$ cat src/rtl/alu8_pkg.sv
`timescale 1ns/1ps
package alu8_pkg;
  localparam int DATA_W    = 8;
  localparam int NIB_W     = DATA_W / 2;
  localparam int OP_W      = 4;
  localparam int DIGIT_MAX = 9;
  localparam int LO_FIX    = 10;
  localparam int HI_LIMIT  = 'h9F;
  localparam int HI_FIX    = 'h60;
  localparam int SUB_FIX   = 6;
  localparam int BYTE_MAX  = (1 << DATA_W) - 1;
  localparam int MSB       = DATA_W - 1;

  typedef logic [DATA_W-1:0] data_t;

  typedef enum logic [OP_W-1:0] {
    OP_ADD = 4'd0,  OP_SUB = 4'd1,  OP_CMP = 4'd2,  OP_AND = 4'd3,
    OP_OR  = 4'd4,  OP_XOR = 4'd5,  OP_BIT = 4'd6,  OP_ASL = 4'd7,
    OP_LSR = 4'd8,  OP_ROL = 4'd9,  OP_ROR = 4'd10, OP_INC = 4'd11,
    OP_DEC = 4'd12, OP_RS0 = 4'd13, OP_RS1 = 4'd14, OP_RS2 = 4'd15
  } alu_op_e;

  typedef struct packed {
    data_t res;
    logic  n;
    logic  z;
    logic  c;
    logic  v;
  } alu_out_t;

  typedef struct packed {
    logic n;
    logic z;
    logic c;
    logic v;
  } flag_en_t;

  // Derive N and Z from the result byte.
  function automatic alu_out_t set_nz(alu_out_t x);
    alu_out_t y;
    y   = x;
    y.n = x.res[MSB];
    y.z = (x.res == '0);
    return y;
  endfunction

  function automatic alu_out_t add_bin(data_t a, data_t m, logic ci);
    alu_out_t r;
    logic [DATA_W:0] s;
    s     = {1'b0, a} + {1'b0, m} + {{DATA_W{1'b0}}, ci};
    r     = '0;
    r.res = s[DATA_W-1:0];
    r.c   = s[DATA_W];
    r.v   = (a[MSB] ^ s[MSB]) & (m[MSB] ^ s[MSB]);
    return set_nz(r);
  endfunction

  // Packed-decimal add: low digit fixed first, then the upper digit.
  function automatic alu_out_t add_dec(data_t a, data_t m, logic ci);
    alu_out_t r;
    int lo;
    int t;
    lo = int'(a[NIB_W-1:0]) + int'(m[NIB_W-1:0]) + int'(ci);
    if (lo > DIGIT_MAX) lo = (lo - LO_FIX) | (1 << NIB_W);
    t = lo + int'({a[DATA_W-1:NIB_W], {NIB_W{1'b0}}})
           + int'({m[DATA_W-1:NIB_W], {NIB_W{1'b0}}});
    if (t > HI_LIMIT) t = t + HI_FIX;
    r     = '0;
    r.res = t[DATA_W-1:0];
    r.c   = (t > BYTE_MAX);
    r.v   = (a[MSB] ^ r.res[MSB]) & (m[MSB] ^ r.res[MSB]);
    return set_nz(r);
  endfunction

  function automatic alu_out_t sub_bin(data_t a, data_t m, logic ci);
    alu_out_t r;
    logic [DATA_W:0] d;
    d     = {1'b0, a} - {1'b0, m} - {{DATA_W{1'b0}}, 1'b1}
          + {{DATA_W{1'b0}}, ci};
    r     = '0;
    r.res = d[DATA_W-1:0];
    r.c   = ~d[DATA_W];
    r.v   = (a[MSB] ^ d[MSB]) & (a[MSB] ^ m[MSB]);
    return set_nz(r);
  endfunction

  // Packed-decimal subtract: C and V stay those of the binary value.
  function automatic alu_out_t sub_dec(data_t a, data_t m, logic ci);
    alu_out_t r;
    int lo;
    int hi;
    r  = sub_bin(a, m, ci);
    lo = int'(a[NIB_W-1:0]) - int'(m[NIB_W-1:0]) - 1 + int'(ci);
    hi = int'(a[DATA_W-1:NIB_W]) - int'(m[DATA_W-1:NIB_W]);
    if ((lo & (1 << NIB_W)) != 0) begin
      lo = lo - SUB_FIX;
      hi = hi - 1;
    end
    if ((hi & (1 << NIB_W)) != 0) hi = hi - SUB_FIX;
    r.res = {hi[NIB_W-1:0], lo[NIB_W-1:0]};
    return set_nz(r);
  endfunction

  function automatic alu_out_t cmp_calc(data_t a, data_t m);
    alu_out_t r;
    logic [DATA_W:0] d;
    d     = {1'b0, a} - {1'b0, m};
    r     = '0;
    r.res = a;
    r.n   = d[MSB];
    r.z   = (d[DATA_W-1:0] == '0);
    r.c   = ~d[DATA_W];
    return r;
  endfunction
endpackage

$ cat src/rtl/alu8_arith.sv
`timescale 1ns/1ps
module alu8_arith import alu8_pkg::*; #(
  parameter bit DECIMAL_EN = 1'b1
) (
  input  alu_op_e  op,
  input  data_t    a,
  input  data_t    m,
  input  logic     ci,
  input  logic     dec,
  output alu_out_t q,
  output logic     dec_path
);
  alu_out_t add_b, sub_b, cmp_r, add_d, sub_d;

  assign add_b = add_bin(a, m, ci);
  assign sub_b = sub_bin(a, m, ci);
  assign cmp_r = cmp_calc(a, m);

  generate
    if (DECIMAL_EN) begin : g_dec
      assign add_d    = add_dec(a, m, ci);
      assign sub_d    = sub_dec(a, m, ci);
      assign dec_path = dec;
    end else begin : g_bin_only
      logic unused_dec;
      assign unused_dec = dec;
      assign add_d      = add_b;
      assign sub_d      = sub_b;
      assign dec_path   = 1'b0;
    end
  endgenerate

  always_comb begin
    unique case (op)
      OP_ADD:  q = dec_path ? add_d : add_b;
      OP_SUB:  q = dec_path ? sub_d : sub_b;
      OP_CMP:  q = cmp_r;
      default: q = '0;
    endcase
  end
endmodule

$ cat src/rtl/alu8_logic.sv
`timescale 1ns/1ps
module alu8_logic import alu8_pkg::*; (
  input  alu_op_e  op,
  input  data_t    a,
  input  data_t    m,
  output alu_out_t q
);
  always_comb begin
    q = '0;
    unique case (op)
      OP_AND: begin q.res = a & m; q = set_nz(q); end
      OP_OR:  begin q.res = a | m; q = set_nz(q); end
      OP_XOR: begin q.res = a ^ m; q = set_nz(q); end
      OP_BIT: begin
        q.res = a;
        q.z   = ((a & m) == '0);
        q.n   = m[MSB];
        q.v   = m[MSB-1];
      end
      default: q = '0;
    endcase
  end
endmodule

$ cat src/rtl/alu8_shift.sv
`timescale 1ns/1ps
module alu8_shift import alu8_pkg::*; (
  input  alu_op_e  op,
  input  data_t    m,
  input  logic     ci,
  output alu_out_t q
);
  // Bit that fills the vacated position: zero for shifts, carry for rotates.
  logic fill_bit;
  assign fill_bit = (op == OP_ROL || op == OP_ROR) ? ci : 1'b0;

  always_comb begin
    q = '0;
    unique case (op)
      OP_ASL, OP_ROL: begin
        q.res = {m[DATA_W-2:0], fill_bit};
        q.c   = m[MSB];
        q     = set_nz(q);
      end
      OP_LSR, OP_ROR: begin
        q.res = {fill_bit, m[DATA_W-1:1]};
        q.c   = m[0];
        q     = set_nz(q);
      end
      OP_INC: begin q.res = m + 1'b1; q = set_nz(q); end
      OP_DEC: begin q.res = m - 1'b1; q = set_nz(q); end
      default: q = '0;
    endcase
  end
endmodule

$ cat src/rtl/alu8_core.sv
`timescale 1ns/1ps
module alu8_core import alu8_pkg::*; #(
  parameter bit DECIMAL_EN = 1'b1
) (
  input  logic [OP_W-1:0]   op_i,
  input  logic [DATA_W-1:0] opa_i,
  input  logic [DATA_W-1:0] opb_i,
  input  logic              carry_i,
  input  logic              decimal_i,
  output logic [DATA_W-1:0] result_o,
  output logic              neg_o,
  output logic              zero_o,
  output logic              carry_o,
  output logic              ovf_o,
  output logic              neg_upd_o,
  output logic              zero_upd_o,
  output logic              carry_upd_o,
  output logic              ovf_upd_o
);
  alu_op_e  op;
  alu_out_t arith_q, logic_q, shift_q, pick;
  flag_en_t en;
  logic     sel_arith, sel_logic, sel_shift, op_unused;
  logic     dec_path;

  assign op = alu_op_e'(op_i);

  alu8_arith #(.DECIMAL_EN(DECIMAL_EN)) u_arith (
    .op(op), .a(opa_i), .m(opb_i), .ci(carry_i), .dec(decimal_i),
    .q(arith_q), .dec_path(dec_path)
  );

  alu8_logic u_logic (.op(op), .a(opa_i), .m(opb_i), .q(logic_q));

  alu8_shift u_shift (.op(op), .m(opb_i), .ci(carry_i), .q(shift_q));

  // Operation class and flag update enables.
  always_comb begin
    sel_arith = 1'b0;
    sel_logic = 1'b0;
    sel_shift = 1'b0;
    op_unused = 1'b0;
    en        = '0;
    unique case (op)
      OP_ADD, OP_SUB: begin sel_arith = 1'b1; en = 4'b1111; end
      OP_CMP:         begin sel_arith = 1'b1; en = 4'b1110; end
      OP_AND, OP_OR, OP_XOR:
                      begin sel_logic = 1'b1; en = 4'b1100; end
      OP_BIT:         begin sel_logic = 1'b1; en = 4'b1101; end
      OP_ASL, OP_LSR, OP_ROL, OP_ROR:
                      begin sel_shift = 1'b1; en = 4'b1110; end
      OP_INC, OP_DEC: begin sel_shift = 1'b1; en = 4'b1100; end
      default:        begin op_unused = 1'b1; en = 4'b0000; end
    endcase
  end

  always_comb begin
    pick     = '0;
    pick.res = opa_i;
    if (sel_arith)      pick = arith_q;
    else if (sel_logic) pick = logic_q;
    else if (sel_shift) pick = shift_q;
  end

  assign result_o    = pick.res;
  assign neg_o       = pick.n & en.n;
  assign zero_o      = pick.z & en.z;
  assign carry_o     = pick.c & en.c;
  assign ovf_o       = pick.v & en.v;
  assign neg_upd_o   = en.n;
  assign zero_upd_o  = en.z;
  assign carry_upd_o = en.c;
  assign ovf_upd_o   = en.v;
endmodule

$ cat config.mk
export PLATFORM = sky130hd
export DESIGN_NAME = alu8_core
export DESIGN_NICKNAME = d
export VERILOG_FILES = /design/src/rtl/alu8_pkg.sv /design/src/rtl/alu8_arith.sv /design/src/rtl/alu8_logic.sv /design/src/rtl/alu8_shift.sv /design/src/rtl/alu8_core.sv
export SDC_FILE = /design/constraint.sdc
export NUM_CORES = 1
export LEC_CHECK = 0
export ABC_AREA = 1
export BUFFER_PORTS_ARGS = -buffer_cell sky130_fd_sc_hd__buf_2
export CAP_MARGIN = 5
export CORE_MARGIN = 4
export CORE_UTILIZATION = 35
export DETAILED_ROUTE_END_ITERATION = 8
export PLACE_DENSITY = 0.64
export SYNTH_ARGS = -nofsm -noshare
export SYNTH_HDL_FRONTEND = slang
export SYNTH_SLANG_ARGS = --single-unit
$ cat constraint.sdc
create_clock -name vclk -period 6.1
set_clock_uncertainty 0.15 [all_clocks]
set_input_delay 0.915 -clock vclk [all_inputs]
set_output_delay 0.915 -clock vclk [all_outputs]
set_load 0.01 [all_outputs]
; ---- Word-level counts from Yosys, hierarchy flattened
; Index checks and enable logic that the tools add are counted.
; W data, S select, Z words.
[classes]
n_bitwise = 18
n_addsub = 20
n_reduce_logical = 22
n_eq_ne = 12
n_mux = 19
magnitude_cmp = 3
[ops]
columns = op, n
row1 = $logic_not A8 Y1, 12
row2 = $add A32 B9 Y32, 2
row3 = $gt A32 B9 Y1 const B, 2
row4 = $mux W32, 2
row5 = $mux W12, 5
row6 = $pmux W12 S4, 1
row7 = $pmux W10 S4, 1
row8 = $pmux W12 S3, 1
row9 = $add A32 B2 Y32, 1
row10 = $add A32 B8 Y32 const B, 1
row11 = $gt A32 B5 Y1 const B, 1
row12 = $sub A32 B5 Y32 const B, 1
row13 = $eq A4 B4 Y1 const B, 5
row14 = $add A9 B1 Y9, 2
row15 = $eq A4 B3 Y1 const B, 4
row16 = $pmux W4 S4, 1
row17 = $reduce_or A5 Y1, 2
row18 = $sub A4 B4 Y5, 2
row19 = $sub A5 B2 Y5 const B, 2
row20 = $add A8 B8 Y9, 1
row21 = $sub A8 B8 Y9, 1
row22 = $sub A9 B1 Y9 const B, 1
row23 = $add A8 B1 Y8 const B, 1
row24 = $and A8 B8 Y8, 1
row25 = other kinds (20), 41
[totals]
in_bits = 22
regBits = 0
output_inout_bits = 16

; ---- Longest topological paths before layout
[logic_depth]
depth_word = 14
mapped_depth = 30
depth_no_buf = 29

; ---- By module
; From an unflattened synthesis, not the netlist that was laid out.
[hier_totals]
hier_cells = 865
area_unflattened_um2 = 4730.8
[by_module_without_submodules]
columns = mod, cells_each, n_inst, seq_area_each_um2, area_each_um2
row1 = alu8_arith, 470, 1, 0.0, 2667.6
row2 = alu8_shift, 145, 1, 0.0, 760.7
row3 = alu8_logic, 125, 1, 0.0, 689.4
row4 = alu8_core, 125, 1, 0.0, 613.1

; ---- Worst setup path before layout
; Ideal clock, no wire load.
[synth_timing]
kind = in2out
start = in opb_i[2]
end = out zero_o
cell_stages = 30
t_required_ns = 5.035
arrival_ns = 5.424
slack_ns = -0.389
path_buffers = 2
path_cell_list = clkbuf_1 > inv_1 > ha_1 > buf_6 > nand2_2 > nand2_4 > nor2_4 > nand3_2 > nand2_2 > inv_1 > a21oi_1 > ha_1 > or2_2 > inv_1 > fa_1 > ha_1 > fa_1 > xor2_1 > inv_1 > a21oi_1 > nor2_1 > nand3_4 > nand2_4 > inv_2 > nand3_2 > nand2_2 > nand3_1 > nand2_1 > nand2_1 > a21oi_2
[synth_via]
elab_chain_len = 13
elab_cells_between_ends = 49
classes_between = add/sub (18) / order compare (2) / mux (13) / bitwise (4) / reduce/logical (12)
[synth_lines]
columns = element, line
row1 = start: declaration, alu8_core.sv:7  ; input logic [DATA_W-1:0] opb_i,
row2 = $add A4 B4 Y5, alu8_pkg.sv:63  ; lo = int'(a[NIB_W-1:0]) + int'(m[NIB_W-1:0]) + int'(ci);
row3 = $add A32 B2 Y32, alu8_pkg.sv:63
row4 = $sub A32 B5 Y32 or $gt A32 B5 Y1 (tied branches), alu8_pkg.sv:64  ; if (lo > DIGIT_MAX) lo = (lo - LO_FIX) | (1 << NIB_W);
row5 = $mux W32, alu8_pkg.sv:64
row6 = $add A32 B9 Y32, alu8_pkg.sv:65  ; t = lo + int'({a[DATA_W-1:NIB_W], {NIB_W{1'b0}}})
row7 = $add A32 B9 Y32, alu8_pkg.sv:66  ; + int'({m[DATA_W-1:NIB_W], {NIB_W{1'b0}}});
row8 = $add A32 B8 Y32 or $gt A32 B9 Y1 (tied branches), alu8_pkg.sv:67  ; if (t > HI_LIMIT) t = t + HI_FIX;
row9 = $mux W32, alu8_pkg.sv:67
row10 = $logic_not A8 Y1, alu8_pkg.sv:43  ; y.z = (x.res == '0);
row11 = $mux W12, alu8_arith.sv:35  ; OP_ADD: q = dec_path ? add_d : add_b;
row12 = $pmux W12 S3, alu8_arith.sv:34  ; unique case (op)
row13 = $mux W12 (*), alu8_core.sv:60  ; if (sel_arith) pick = arith_q;
row14 = $and A1 B1 Y1 (*), alu8_core.sv:67  ; assign zero_o = pick.z & en.z;
row15 = end: declaration, alu8_core.sv:12  ; output logic zero_o,
; Mark *: on every way between the ends. The rest lies on a longest branch, timed or not.

; ---- Worst setup path in the final report
[layout_timing]
start = in opa_i[0]
end = out ovf_o
[layout_via]
elab_chain_len = 14
elab_cells_between_ends = 28
classes_between = add/sub (11) / order compare (2) / mux (6) / bitwise (9)
[layout_lines]
columns = element, line
row1 = start: declaration, alu8_core.sv:6  ; input logic [DATA_W-1:0] opa_i,
row2 = $add A4 B4 Y5, alu8_pkg.sv:63
row3 = $add A32 B2 Y32, alu8_pkg.sv:63
row4 = $sub A32 B5 Y32 or $gt A32 B5 Y1 (tied branches), alu8_pkg.sv:64
row5 = $mux W32, alu8_pkg.sv:64
row6 = $add A32 B9 Y32, alu8_pkg.sv:65
row7 = $add A32 B9 Y32, alu8_pkg.sv:66
row8 = $add A32 B8 Y32 or $gt A32 B9 Y1 (tied branches), alu8_pkg.sv:67
row9 = $mux W32, alu8_pkg.sv:67
row10 = $xor A1 B1 Y1, alu8_pkg.sv:71  ; r.v = (a[MSB] ^ r.res[MSB]) & (m[MSB] ^ r.res[MSB]);
row11 = $and A1 B1 Y1, alu8_pkg.sv:71
row12 = $mux W12, alu8_arith.sv:35
row13 = $pmux W12 S3 (*), alu8_arith.sv:34
row14 = $mux W12 (*), alu8_core.sv:60
row15 = $and A1 B1 Y1 (*), alu8_core.sv:69  ; assign ovf_o = pick.v & en.v;
row16 = end: declaration, alu8_core.sv:14  ; output logic ovf_o,
; Marks and branches as above.

==> impl_metrics.toml <==
[timing]
timing.final.hold_violations = 0
setup_tns_ps = -1580
fin_crit_ps = 6380
fmax_ghz = 0.157
rsz0062_at_grt = "yes"
fin_ws_ps = -280
worst_slew_pin_slew_ps = 1070
slew_viol_final = 0
worst_slew_margin_rel_pct = 27.0
fin_hold_ws_ps = 2010
period_share_pct = 105
setup_violations = 7

[power_and_ir_drop]
power_density_nw_per_um2 = 178
swShare_pct = 58.0
p_int_uw = 378
power_switching_uw = 522
clkPwrFrac_pct = 0
power_frac_seq_pct = 0
p_leak_nw = 2.44
ir_drop_uv = 114
power_frac_comb_pct = 100.0

[grt]
grt-ovfl-total = 0
first_global_vias = 4526
grt.total_usage_pct = 22.2
antenna_found_initial = 0
grt_pass1_wl_mm = 23.6
grt_max_degree = 19

[route]
postRouteAntennaNets = 0
routedWlPerCell_um = 17.2
dr.pass1.iters = 5
avgViaCountPerCell = 5.53
drt_iter0_markers = 339
via_count = 4721
routed_wl_mm = 14.7
drc = 0

[logic_synthesis]
syn_avg_cell_area_um2 = 6.45
ys_warn_count = 0
mappedNetlistArea_um2 = 3960
synth_cells = 613
yosysSeqAreaShare_pct = 0
synth_cell_types = 58

[worst_setup_path]
cp.arrival_ps = 5310
critPathMaxFanout = 6
critPathMaxStageDelay_ps = 590
required_ps = 5030
endpoint_kind = "primary output"
critPathLaunchType = "primary input"
worst_path_max_delay_cell = "fa_2"
critPathKind = "in -> out"

[place]
place_area_um2 = 4830
dpl.hpwl_mm = 12.3
port_buffers = 38
dp_cells = 845
gp_congestion = 1.03

[cts]
cts_hold_buffers = 0

[floorplanning]
dieArea_um2 = 13100
initial_utilization_pct = 36.2
num_rows = 38
die_w_um = 114
ioPinCount = 38
die_h_um = 114
core_um2 = 10900

[final_layout]
area_delta_synth_final_pct = 27.6
diodes = 0
layout.cells.non_filler = 854
seq_cells = 0
regArea_um2 = 0
nNetsFinal = 795
fin_util_pct = 46.2
fin_area_um2 = 5050
clkbuf_count = 0
drive_above_1_share_pct = 31.2

[run]
cap_violations = 0

[min_path]
hold_class = "in -> out"

[outcome]
violations = "negative setup slack"
status = "complete, but fails checks"
-- power by group through the flow --
stage / combinational, mW / clock, mW / sequential, mW
floorplan: 0.515 / 0 / 0
global placement: 0.757 / 0 / 0
detailed placement: 0.776 / 0 / 0
CTS: 0.832 / 0 / 0
global route: 0.991 / 0 / 0
finish: 0.900 / 0 / 0
-- path summary, 6_finish.rpt --
check	from	endpoint	depth (start not counted)	slack [ps]
setup / recovery	opa_i[0]	ovf_o	27	-280
hold / removal	op_i[3]	neg_upd_o	3	2010
-- critical path: cells and delay by family --
kind | cells | cell delay (ps)
AND/OR/NAND/NOR | 11 | 1050
adder cells (fa/ha/maj) | 7 | 2360
AO/OA/AOI/OAI | 4 | 550
buffers and inverters | 5 | 450
-- cell usage after synthesis, drive strengths merged (8+ instances only) --
cell type	count	area share, %
inv	102	9.9
nand3	51	8.4
nand2	118	14
xor2	34	8.7
o21ai	42	5.7
nor2	58	6.5
ha	45	14
o22ai	15	2.4
fa	12	6.1
a21oi	39	5.8
nand4	17	3.6
o211ai	8	1.5
-- cell usage in the layout (no fill, tap or decap), types with 27 or more instances in the layout --
| master | synthesis | layout |
|---|---|---|
| nand2_1 | 93 | 86 |
| inv_1 | 91 | 82 |
| buf_4 | 2 | 70 |
| nor2_1 | 49 | 47 |
| ha_1 | 45 | 39 |
| nand3_1 | 40 | 38 |
| buf_2 | 2 | 36 |
| a21oi_1 | 34 | 32 |
| o21ai_0 | 32 | 31 |
| xor2_1 | 28 | 27 |
-- repair_timing --
action | 4_1_cts | 5_1_grt
pin swaps | 26 | 22
endpoints found under the setup margin | 7 | 7
resized for setup | 18 | 22
setup buffers | 7 | 2
-- area by class of cell --
type | count | area [um2]
repair buffers | 111 | 778
inverters | 107 | 434
well taps | 140 | 175
fillers | 1179 | 5890
multi-input cells | 496 | 3660
-- metal layers --
layer	up-vias	track usage [%]	share of wire [%]
met3	27	1.11	5.1
met2	195	39.7	50
met4	0	5.62	2.9
li1	2270	-	-
met5	-	0	0
met1	2229	29.2	43
-- logic make-up after synthesis --
kind of cell             after synthesis  share of synthesized area (%)
XOR/XNOR                              41                           10.2
buffers and inverters                118                           12.6
other                                  1                         0.0948
AO/OA/AOI/OAI                        134                           21.8
adder cells (fa/ha/maj)               57                           20.3
AND/OR/NAND/NOR                      262                           35.0
-- per-stage QoR --
stage / power [mW] / setup WS [ps]
6_report: 0.900 / -280
5_1_grt: 0.991 / -541
4_1_cts: 0.832 / -335
3_5_place_dp: 0.776 / -427
3_3_place_gp: 0.757 / -317
2_1_floorplan: 0.515 / 4.67
No activity file was read; power rests on OpenSTA's default activity.
